`src/rtl/lane_align_pkg.sv`:
```
package lane_align_pkg;
  typedef enum logic [1:0] {
    SZ_BYTE = 2'd0,
    SZ_HALF = 2'd1,
    SZ_WORD = 2'd2,
    SZ_BAD  = 2'd3
  } acc_size_e;
endpackage

```
`src/rtl/lane_align_check.sv`:
```
module lane_align_check #(
  parameter int LANES = 4,
  localparam int AW = $clog2(LANES)
) (
  input  logic                     clk,
  input  logic                     rst_n,
  input  logic                     chk_en,
  input  lane_align_pkg::acc_size_e size,
  input  logic [AW-1:0]            addr,
  output logic                     misaligned
);
  import lane_align_pkg::*;

  always_comb begin
    unique case (size)
      SZ_BYTE: misaligned = 1'b0;
      SZ_HALF: misaligned = addr[0];
      SZ_WORD: misaligned = (addr != '0);
      default: misaligned = 1'b1;
    endcase
  end


  illegal_size_flag_chk: assert property (@(posedge clk) disable iff (!rst_n)
    (chk_en && size == SZ_BAD) |-> misaligned);


  byte_never_misaligned_chk: assert property (@(posedge clk) disable iff (!rst_n)
    (chk_en && size == SZ_BYTE) |-> !misaligned);
endmodule

```
`src/rtl/lane_store_steer.sv`:
```
module lane_store_steer #(
  parameter int BYTE_W = 8,
  parameter int LANES  = 4,
  localparam int DATA_W = BYTE_W * LANES,
  localparam int AW     = $clog2(LANES)
) (
  input  logic                     clk,
  input  logic                     rst_n,
  input  logic                     chk_en,
  input  lane_align_pkg::acc_size_e size,
  input  logic [AW-1:0]            addr,
  input  logic                     big_endian,
  input  logic                     misaligned,
  input  logic [DATA_W-1:0]        store_data,
  output logic [DATA_W-1:0]        lanes,
  output logic [LANES-1:0]         byte_en
);
  import lane_align_pkg::*;

  logic [DATA_W-1:0]   word_rev;
  logic [2*BYTE_W-1:0] half_item;
  logic [DATA_W-1:0]   spread;
  logic [DATA_W-1:0]   lane_mask;

  // full byte reversal of the register value
  for (genvar g = 0; g < LANES; g++) begin : g_rev
    assign word_rev[g*BYTE_W +: BYTE_W] = store_data[(LANES-1-g)*BYTE_W +: BYTE_W];
  end

  assign half_item = big_endian ? {store_data[BYTE_W-1:0], store_data[2*BYTE_W-1:BYTE_W]}
                                : store_data[2*BYTE_W-1:0];

  always_comb begin
    spread  = '0;
    byte_en = '0;
    if (!misaligned) begin
      unique case (size)
        SZ_BYTE: begin
          spread  = {LANES{store_data[BYTE_W-1:0]}};
          byte_en = LANES'(1) << addr;
        end
        SZ_HALF: begin
          spread  = {(LANES/2){half_item}};
          byte_en = LANES'(3) << addr;
        end
        SZ_WORD: begin
          spread  = big_endian ? word_rev : store_data;
          byte_en = '1;
        end
        default: begin
          spread  = '0;
          byte_en = '0;
        end
      endcase
    end
  end

  for (genvar g = 0; g < LANES; g++) begin : g_mask
    assign lane_mask[g*BYTE_W +: BYTE_W] = {BYTE_W{byte_en[g]}};
  end

  assign lanes = spread & lane_mask;


  misaligned_no_enable_chk: assert property (@(posedge clk) disable iff (!rst_n)
    (chk_en && misaligned) |-> (byte_en == '0 && lanes == '0));


  byte_one_hot_chk: assert property (@(posedge clk) disable iff (!rst_n)
    (chk_en && size == SZ_BYTE) |-> $countones(byte_en) == 1);


  word_all_lanes_chk: assert property (@(posedge clk) disable iff (!rst_n)
    (chk_en && size == SZ_WORD && !misaligned) |-> byte_en == '1);


  be_word_msb_low_chk: assert property (@(posedge clk) disable iff (!rst_n)
    (chk_en && big_endian && size == SZ_WORD && !misaligned)
      |-> lanes[BYTE_W-1:0] == store_data[DATA_W-1 -: BYTE_W]);
endmodule

```
`src/rtl/lane_load_extract.sv`:
```
module lane_load_extract #(
  parameter int BYTE_W = 8,
  parameter int LANES  = 4,
  localparam int DATA_W = BYTE_W * LANES,
  localparam int AW     = $clog2(LANES)
) (
  input  logic                     clk,
  input  logic                     rst_n,
  input  logic                     chk_en,
  input  lane_align_pkg::acc_size_e size,
  input  logic [AW-1:0]            addr,
  input  logic                     big_endian,
  input  logic                     signed_ld,
  input  logic                     misaligned,
  input  logic [DATA_W-1:0]        bus_rdata,
  output logic [DATA_W-1:0]        value
);
  import lane_align_pkg::*;

  logic [DATA_W-1:0]   word_rev;
  logic [BYTE_W-1:0]   byte_sel;
  logic [2*BYTE_W-1:0] half_raw;
  logic [2*BYTE_W-1:0] half_sel;
  logic [AW-1:0]       half_base;

  for (genvar g = 0; g < LANES; g++) begin : g_rev
    assign word_rev[g*BYTE_W +: BYTE_W] = bus_rdata[(LANES-1-g)*BYTE_W +: BYTE_W];
  end

  // even base keeps the half-word select in range
  assign half_base = {addr[AW-1:1], 1'b0};
  assign byte_sel  = bus_rdata[int'(addr)*BYTE_W +: BYTE_W];
  assign half_raw  = bus_rdata[int'(half_base)*BYTE_W +: 2*BYTE_W];
  assign half_sel  = big_endian ? {half_raw[BYTE_W-1:0], half_raw[2*BYTE_W-1:BYTE_W]}
                                : half_raw;

  always_comb begin
    value = '0;
    if (!misaligned) begin
      unique case (size)
        SZ_BYTE: value = {{(DATA_W-BYTE_W){signed_ld & byte_sel[BYTE_W-1]}}, byte_sel};
        SZ_HALF: value = {{(DATA_W-2*BYTE_W){signed_ld & half_sel[2*BYTE_W-1]}}, half_sel};
        SZ_WORD: value = big_endian ? word_rev : bus_rdata;
        default: value = '0;
      endcase
    end
  end


  unsigned_byte_zero_fill_chk: assert property (@(posedge clk) disable iff (!rst_n)
    (chk_en && !misaligned && size == SZ_BYTE && !signed_ld)
      |-> value[DATA_W-1:BYTE_W] == '0);


  le_word_passthru_chk: assert property (@(posedge clk) disable iff (!rst_n)
    (chk_en && !misaligned && size == SZ_WORD && !big_endian) |-> value == bus_rdata);


  misaligned_zero_load_chk: assert property (@(posedge clk) disable iff (!rst_n)
    (chk_en && misaligned) |-> value == '0);
endmodule

```
`src/rtl/lane_aligner.sv`:
```
module lane_aligner #(
  parameter int BYTE_W = 8,
  parameter int LANES  = 4,
  localparam int DATA_W = BYTE_W * LANES,
  localparam int AW     = $clog2(LANES)
) (
  input  logic              clk,
  input  logic              rst_n,
  input  logic              req_valid,
  output logic              req_ready,
  input  logic [1:0]        req_size,
  input  logic [AW-1:0]     req_addr,
  input  logic              req_signed,
  input  logic              req_big_endian,
  input  logic [DATA_W-1:0] req_store_data,
  input  logic [DATA_W-1:0] req_bus_rdata,
  output logic              rsp_valid,
  input  logic              rsp_ready,
  output logic [DATA_W-1:0] rsp_lanes,
  output logic [LANES-1:0]  rsp_byte_en,
  output logic [DATA_W-1:0] rsp_load_value,
  output logic              rsp_misaligned
);
  import lane_align_pkg::*;

  typedef struct packed {
    logic [DATA_W-1:0] lanes;
    logic [LANES-1:0]  byte_en;
    logic [DATA_W-1:0] load_value;
    logic              misaligned;
  } rsp_t;

  acc_size_e size_e;
  logic      mis_c;
  rsp_t      nxt, held;
  logic      take;

  assign size_e    = acc_size_e'(req_size);
  assign req_ready = !rsp_valid || rsp_ready;
  assign take      = req_valid && req_ready;

  lane_align_check #(.LANES(LANES)) u_check (
    .clk        (clk),
    .rst_n      (rst_n),
    .chk_en     (req_valid),
    .size       (size_e),
    .addr       (req_addr),
    .misaligned (mis_c)
  );

  lane_store_steer #(.BYTE_W(BYTE_W), .LANES(LANES)) u_steer (
    .clk        (clk),
    .rst_n      (rst_n),
    .chk_en     (req_valid),
    .size       (size_e),
    .addr       (req_addr),
    .big_endian (req_big_endian),
    .misaligned (mis_c),
    .store_data (req_store_data),
    .lanes      (nxt.lanes),
    .byte_en    (nxt.byte_en)
  );

  lane_load_extract #(.BYTE_W(BYTE_W), .LANES(LANES)) u_extract (
    .clk        (clk),
    .rst_n      (rst_n),
    .chk_en     (req_valid),
    .size       (size_e),
    .addr       (req_addr),
    .big_endian (req_big_endian),
    .signed_ld  (req_signed),
    .misaligned (mis_c),
    .bus_rdata  (req_bus_rdata),
    .value      (nxt.load_value)
  );

  assign nxt.misaligned = mis_c;

  always_ff @(posedge clk or negedge rst_n) begin
    if (!rst_n) begin
      rsp_valid <= 1'b0;
      held      <= '0;
    end else begin
      if (take) begin
        rsp_valid <= 1'b1;
        held      <= nxt;
      end else if (rsp_ready) begin
        rsp_valid <= 1'b0;
      end
    end
  end

  assign rsp_lanes      = held.lanes;
  assign rsp_byte_en    = held.byte_en;
  assign rsp_load_value = held.load_value;
  assign rsp_misaligned = held.misaligned;


  stall_hold_chk: assert property (@(posedge clk) disable iff (!rst_n)
    (rsp_valid && !rsp_ready) |=> (rsp_valid && $stable(rsp_lanes) && $stable(rsp_byte_en)
                                   && $stable(rsp_load_value) && $stable(rsp_misaligned)));


  accept_then_valid_chk: assert property (@(posedge clk) disable iff (!rst_n)
    (req_valid && req_ready) |=> rsp_valid);


  stall_blocks_req_chk: assert property (@(posedge clk) disable iff (!rst_n)
    (rsp_valid && !rsp_ready) |-> !req_ready);
endmodule

```
`config.mk`:
```
export PLATFORM = sky130hd
export DESIGN_NAME = lane_aligner
export DESIGN_NICKNAME = d
export VERILOG_FILES = /design/src/rtl/lane_align_pkg.sv /design/src/rtl/lane_align_check.sv /design/src/rtl/lane_store_steer.sv /design/src/rtl/lane_load_extract.sv /design/src/rtl/lane_aligner.sv
export SDC_FILE = /design/constraint.sdc
export NUM_CORES = 1
export LEC_CHECK = 0
export ABC_AREA = 1
export ABC_CLOCK_PERIOD_IN_PS = 2800
export CORE_MARGIN = 2
export CORE_UTILIZATION = 54
export DETAILED_ROUTE_END_ITERATION = 16
export PLACE_DENSITY = 0.86
export RECOVER_POWER = 100
export SYNTH_ARGS = -nofsm -noshare
export SYNTH_HDL_FRONTEND = slang
export SYNTH_HIERARCHICAL = 1
export SYNTH_SLANG_ARGS = --single-unit
export TNS_END_PERCENT = 50
```
`constraint.sdc`:
```
create_clock -name clk -period 2.8 [get_ports clk]
set_input_delay 0.42 -clock clk [delete_from_list [all_inputs] [get_ports clk]]
set_output_delay 0.42 -clock clk [all_outputs]
set_load 0.01 [all_outputs]
```
### After elaboration in Yosys (flattened, before gate mapping)

Cells that the tools add are included.

| word-level totals | value |
|---|---|
| flip-flop bits (word level) | 70 |
| word-level logic and storage cells | 33 |

| operators by class | value |
|---|---|
| bitwise gates (word level) | 3 |
| multiplexer cells | 13 |
| shift-type cells | 4 |
| reduce and logical (&&, ||, !) cells | 6 |
| equal/unequal tests | 2 |

Operators with widths:

| cell | count |
|---|---|
| $pmux 32 s3 | 2 |
| $mux 32 | 4 |
| $and 32x32->32 | 1 |
| $mux 16 | 2 |
| $shiftx 32x6->16 | 1 |
| $shiftx 32x6->8 | 1 |
| $pmux 4 s3 | 1 |
| $mux 4 | 1 |
| $reduce_bool 2->1 | 2 |
| $shl 1x2->4 const A | 1 |
| $shl 2x2->4 const A | 1 |
| $pmux 1 s3 | 1 |
| $and 1x1->1 | 2 |
| $eq 2x1->1 const B | 1 |
| $eq 2x2->1 const B | 1 |
| $logic_not 2->1 | 1 |
| $mux 1 | 2 |
| $logic_and 1x1->1 | 1 |
| $logic_not 1->1 | 1 |
| $logic_or 1x1->1 | 1 |

### Depth between registers and ports, before layout

Gate-level depths: netlist (run 1).

| depth | value |
|---|---|
| depth in word-level cells | 5 |
| mapped depth | 11 |
| gate-level depth less buffers | 9 |

### Cells and area by module

Netlist (run 1), hierarchy kept.

Modules (own cells, without submodules):

| module | instances | sequential area each (um2) | cells an instance | area an instance (um2) |
|---|---|---|---|---|
| lane_aligner | 1 | 1751.7 | 303 | 2810.2 |
| lane_load_extract | 1 | 0.0 | 314 | 1582.8 |
| lane_store_steer | 1 | 0.0 | 271 | 1182.4 |
| lane_align_check | 1 | 0.0 | 3 | 13.8 |

### Worst setup path after synthesis (run 1)

No wires, ideal clock.

| path | value |
|---|---|
| path type | input to register |
| start | input req_size[0] |
| end | register held, in the netlist rsp_load_value[16] |
| path buffers | 2 |
| arrival time | 1.411 ns |
| stages on the path | 9 |
| setup time | 0.065 ns |
| path slack | 1.324 ns |
| cell sequence | o21ai_1 -> nand2_1 -> buf_2 -> inv_1 -> buf_1 -> nand2_1 -> inv_1 -> nand3_1 -> nand2_1 |

RTL lines:

| item | RTL line | source |
|---|---|---|
| start, declared | lane_aligner.sv:11 | `input logic [1:0] req_size,` |
| end signal, assigned | lane_aligner.sv:86 | `held <= nxt;` |
| end, declared | lane_aligner.sv:35 | `rsp_t nxt, held;` |

==> results.cfg, run 1 <==
[power]
p_per_area_nw_per_um2 = 420
max-vdd-ir-drop_v = 0.000285
p_total_uw = 3000
p_leak_uw = 0.00410

[timing]
rsz0062_at_grt = false
slew_headroom = -0.187
setup_viol_count_final = 0
worst_pin_slew_ns = 1.78
setup_tns_ns = 0
hold_ws_ns = 0.469
fin_crit_ns = 2.30
min_period_over_period = 0.822
slew_viol_final = 71
fmax_mhz = 435
hold_violations = 0
finClkSkew_ns = 0.0117

[synth]
synthCells = 891
synth.avg_cell_area_um2 = 6.27
synth_area_um2 = 5590
ys_types = 24
synth_warnings = 6
syn_nets = 965
ys_ff_latch = 70
ys_seq_area_frac = 0.313

[global_routing]
grt_max_degree = 71
grt_overflow_total = 0
grt_pass1_vias = 5891
grt_usage = 0.314
antenna_found_initial = 0
grt_pass1_wl_mm = 28.3

[run_status]
violations = capacitance limit, slew limit
outcome = finished with violations

[clock_tree]
cts_buffer_depth = 2
cts_resized = 0
cts-root-buf = clkbuf_8
post_cts_buffers = 0
cts_buffers = 9
cts_hold_buf = 0
cts_tree = yes
cts-htree-levels = 3
cts.clk_slew.worst_paths_ns = 0.09
cts_sinks = 70
clock_latency_ns = 0.36

[detailed_routing]
dr.pass1.iters = 5
avgRoutedWirePerCell_um = 14.8
ant_nets = 0
avgViaCountPerCell = 5.57
vias = 6402
drt_iter0_drc = 665
drt-total-wl_mm = 17.0
post-route-drc-count = 0

[floorplan]
die_height_um = 106
initial_utilization = 0.549
die_area_um2 = 11200
die_w_um = 106
core_area_um2 = 10200
io_pins = 145
std_cell_rows = 37

[critical_path]
cp.required_ns = 3.10
path_delay_family = simple AND/OR/NAND/NOR gates
crit_path_end_kind = flop
slowest_delay_ns = 0.67
critPathArrivalTime_ns = 2.60
worst-path-max-fanout = 8
cp_slowest_cell = dlygate4sd3_1
start_kind = input port
r2r_cells = 4
worstPathBufferInverterCount = 2
crit_chain = dlygate4sd3_1 -> buf_4 -> nor2_1 -> nand2_1 -> nand2_1 -> nor2_1 -> nor2_1 -> nand3_1 -> nand2_1
worst-path-stages = 9
crit_type = in -> reg

[placement]
placed_cell_area_um2 = 6930
io_buffers = 144
dp_hpwl_mm = 11.8
gp_congestion = 0.959

[finish]
final_area_um2 = 7130
syn2layout_area_growth_pct = 27.6
final_nets = 1082
drive_above_1_share = 0.0770
antenna_cells = 0

[run]
maxCapViolations = 1

[min_path]
holdCritPathClass = reg -> reg
whs_path_depth = 2
[synthesized netlist by cell type]
cell type | count | area (um^2)
a21oi_1 | 47 | 235
a21oi_2 | 10 | 87.6
buf_1 | 1 | 3.75
buf_2 | 27 | 135
buf_4 | 5 | 37.5
buf_6 | 16 | 180
buf_8 | 1 | 15.0
clkbuf_1 | 4 | 15.0
dfrtp_1 | 70 | 1750
inv_1 | 67 | 251
inv_2 | 4 | 15.0
inv_4 | 2 | 12.5
inv_6 | 1 | 8.76
nand2_1 | 332 | 1250
nand2_2 | 5 | 31.3
nand2_4 | 2 | 22.5
nand3_1 | 160 | 801
nand3_2 | 14 | 140
nand4_4 | 2 | 42.5
nor2_1 | 66 | 248
nor2_4 | 3 | 33.8
nor2_8 | 1 | 20.0
o21ai_0 | 28 | 140
o21ai_1 | 23 | 115
[layout by cell type (no fill, tap or decap)]
cell type / n
a21oi_1: 47
nand3_1: 160
nor2_8: 1
nand2_4: 1
nand4_4: 2
inv_2: 4
inv_4: 2
nand2_1: 333
bufinv_16: 2
nand3_2: 14
clkinv_4: 3
o21ai_0: 28
a21oi_2: 10
nor2_4: 3
inv_6: 3
clkbuf_2: 2
buf_4: 14
nand2_2: 5
o21ai_1: 23
clkdlybuf4s50_1: 68
dlygate4sd3_1: 73
nor2_1: 66
inv_1: 67
buf_2: 3
dfrtp_1: 70
clkbuf_8: 9
[report_power, final]
| part | total [uW] | internal, uW | switching [uW] |
|---|---|---|---|
| Combinational | 894 | 362 | 532 |
| Clock | 969 | 513 | 456 |
| Sequential | 1130 | 1090 | 45.5 |
[flip-flops by register name, summed over array words and instances, names as in the netlist]
register / cells
rsp_misaligned: 1
rsp_valid: 1
rsp_lanes: 32
rsp_load_value: 32
rsp_byte_en: 4
[per-layer routing]
| metal | track usage | part of all wire | up-vias |
|---|---|---|---|
| li1 | - | - | 3106 |
| met3 | 0.0470 | 0.083 | 61 |
| met2 | 0.500 | 0.45 | 359 |
| met1 | 0.419 | 0.42 | 2876 |
| met4 | 0.148 | 0.043 | 0 |
| met5 | 0 | 0 | - |
[cell type report]
type | instances | area [um^2]
Multi-Input combinational cell | 693 | 3160
Fill cell | 882 | 3050
Sequential cell | 70 | 1750
Timing Repair Buffer | 160 | 1540
Inverter | 74 | 288
Tap cell | 136 | 170
Clock buffer | 9 | 124
Clock inverter | 7 | 104
[kinds of logic after synthesis]
family | synth area share
compound gates | 0.103
buf+inv | 0.121
flops | 0.313
simple gates | 0.463
[worst paths after layout]
kind | start | end | slack, ns
max in group asynchronous | rst_n | rsp_lanes[30] | 1.11
hold / removal | rsp_load_value[19] | rsp_load_value[19] | 0.47
setup reg to reg | rsp_valid | rsp_load_value[15] | 0.79
setup / recovery | req_size[1] | rsp_lanes[16] | 0.50
min in group asynchronous | rst_n | rsp_load_value[19] | 0.61
hold reg to reg | rsp_load_value[19] | rsp_load_value[19] | 0.47
[worst min-delay path, cell delays in order, from the launching register on]
cell,delay [ns]
dfrtp_1,0.35
nand2_1,0.05
nand2_1,0.04
[stage by stage]
step / worst slack, ns / cells / utilization
floorplan: 1.32 / 891 / -
global placement: 0.370 / 1133 / 0.681
detailed placement: 0.281 / 1133 / 0.681
CTS: 0.638 / 1149 / 0.703
global route: 0.364 / 1149 / 0.700
finish: 0.499 / 1149 / 0.700
No activity file was read; power rests on OpenSTA's default activity.
==> run 2: changes to the inputs <==
ABC_CLOCK_PERIOD_IN_PS = 2000   (was 2800)
CORE_UTILIZATION = 45   (was 54)
PLACE_DENSITY = 0.77   (was 0.86)
clock period = 2 ns   (was 2.8 ns; I/O delays follow)
==> results.cfg, run 2 (same netlist as run 1, synthesis figures left out) <==
[run_status]
outcome = complete, no violations

[placement]
dpl_worst_slack_ns = -0.185
dp_cells = 1195
gp_congestion = 0.905
io_buffers = 144
dp_hpwl_mm = 13.3

[timing]
finClkSkew_ns = 0.00872
worst_pin_slew_ns = 1.28
rsz0062_at_grt = false
slew_headroom = 0.150
setup_viol_count_final = 0
slew_viol_final = 0
min_period_over_period = 0.926
hold_violations = 0
setup_tns_ns = 0
fin_ws_ns = 0.148
fmax_mhz = 540
fin_crit_ns = 1.85

[detailed_routing]
drt_iter0_drc = 642
drt-total-wl_mm = 18.1
vias = 6455
dr.pass1.iters = 6
avgRoutedWirePerCell_um = 15.0
avgViaCountPerCell = 5.33
ant_nets = 0
post-route-drc-count = 0

[floorplan]
io_pins = 145
initial_utilization = 0.463
std_cell_rows = 40
die_area_um2 = 13300
core_area_um2 = 12100
die_w_um = 115
die_height_um = 115

[clock_tree]
cts-root-buf = clkbuf_16
cts-htree-levels = 3
cts.clk_slew.worst_paths_ns = 0.06
post_cts_buffers = 0
cts_buffer_depth = 2
clock_latency_ns = 0.34
cts_tree = yes
cts_sinks = 70
cts_buffers = 9

[critical_path]
r2r_slack_ns = 0.33
worst-path-max-fanout = 2
crit_type = in -> out
cp.required_ns = 1.70
crit_path_end_kind = output pin
worstReg2RegEnd = rsp_lanes[12]
rr_startpoint = rsp_valid
critPathArrivalTime_ns = 1.55
start_kind = input port
r2r_cells = 6

[finish]
final_cells = 1211
antenna_cells = 0
syn2layout_area_growth_pct = 36.3
drive_above_1_share = 0.0978
final_nets = 1113
final_common_cell = nand2_1
fillers = 1155
final_cell_mix = 334 x nand2_1, 161 x nand3_1, 73 x dlygate4sd3_1, 70 x dfrtp_1

[run]
maxCapViolations = 0

[min_path]
hp-start = req_valid
whs_path_depth = 3
min_to = rsp_load_value[23]
holdCritPathClass = in -> reg

[global_routing]
antenna_found_initial = 0
grt_usage = 0.280
grt_overflow_total = 0
grt_pass1_vias = 5990
grt_pass1_wl_mm = 29.5
grt_max_degree = 72

[power]
p_total_uw = 4680
p_per_area_nw_per_um2 = 614
p_leak_uw = 0.00432
max-vdd-ir-drop_v = 0.000297
==> run 2: critical path, stage by stage <==
cell and delay [ns]:
clkdlybuf4s50_1 0.46, inv_1 0.04, nand2_1 0.11, dlygate4sd3_1 0.65
==> run 2: metal layers <==
layer  vias to the layer above  GRT usage  routed length, um
met4                         0      0.101                475
met5                         -          0                  0
li1                       3163          -                  -
met2                       331      0.464               8680
met3                        37     0.0413               1290
met1                      2924      0.372               7670
==> run 2: where the power goes <==
part	switching, uW	leakage (uW)	internal, uW
clock network	619	0.000151	1120
logic	768	0.00322	576
registers	66.7	0.000950	1530
==> run 2: cell type report <==
class,instances,area [um^2],area share
clock buffers,10,239,0.0314
clock inverters,5,83.8,0.0110
inverters,74,288,0.0378
multi-input cells,693,3150,0.413
flip-flops and latches,70,1750,0.230
well taps,168,210,0.0276
repair buffers,191,1900,0.249
==> run 2: through the flow <==
step                utilization  cell area, um^2  hold slack (ns)
global placement          0.607             7320            0.302
CTS                       0.635             7650            0.321
detailed placement        0.607             7320            0.309
global route              0.632             7620            0.309
floorplan                     -             5590          0.00441
finish                    0.632             7620            0.306
==> run 2: timing repair <==
| action | in CTS | in global routing |
|---|---|---|
| setup endpoints to repair | 0 | 2 |
| endpoints found under the hold margin | 19 | 0 |
| hold buffers | 1 | 0 |
| gates resized for setup | 0 | 1 |
==> run 2: how the worst max path moves through the flow <==
stage,from,to,slack (ns)
6_report,rsp_ready,req_ready,0.15
5_1_grt,req_size[0],rsp_load_value[27],0.1
4_1_cts,req_addr[1],rsp_lanes[0],0.18
3_5_place_dp,req_size[0],rsp_lanes[0],-0.19
3_3_place_gp,req_size[1],rsp_lanes[1],-0.09
2_1_floorplan,req_size[0],rsp_load_value[16],0.64
==> run 3: changes to the inputs <==
CAP_MARGIN = 5   (was unset)
==> results of run 3 <==
The final DEF is identical to that of run 2; final timing and power are the same.
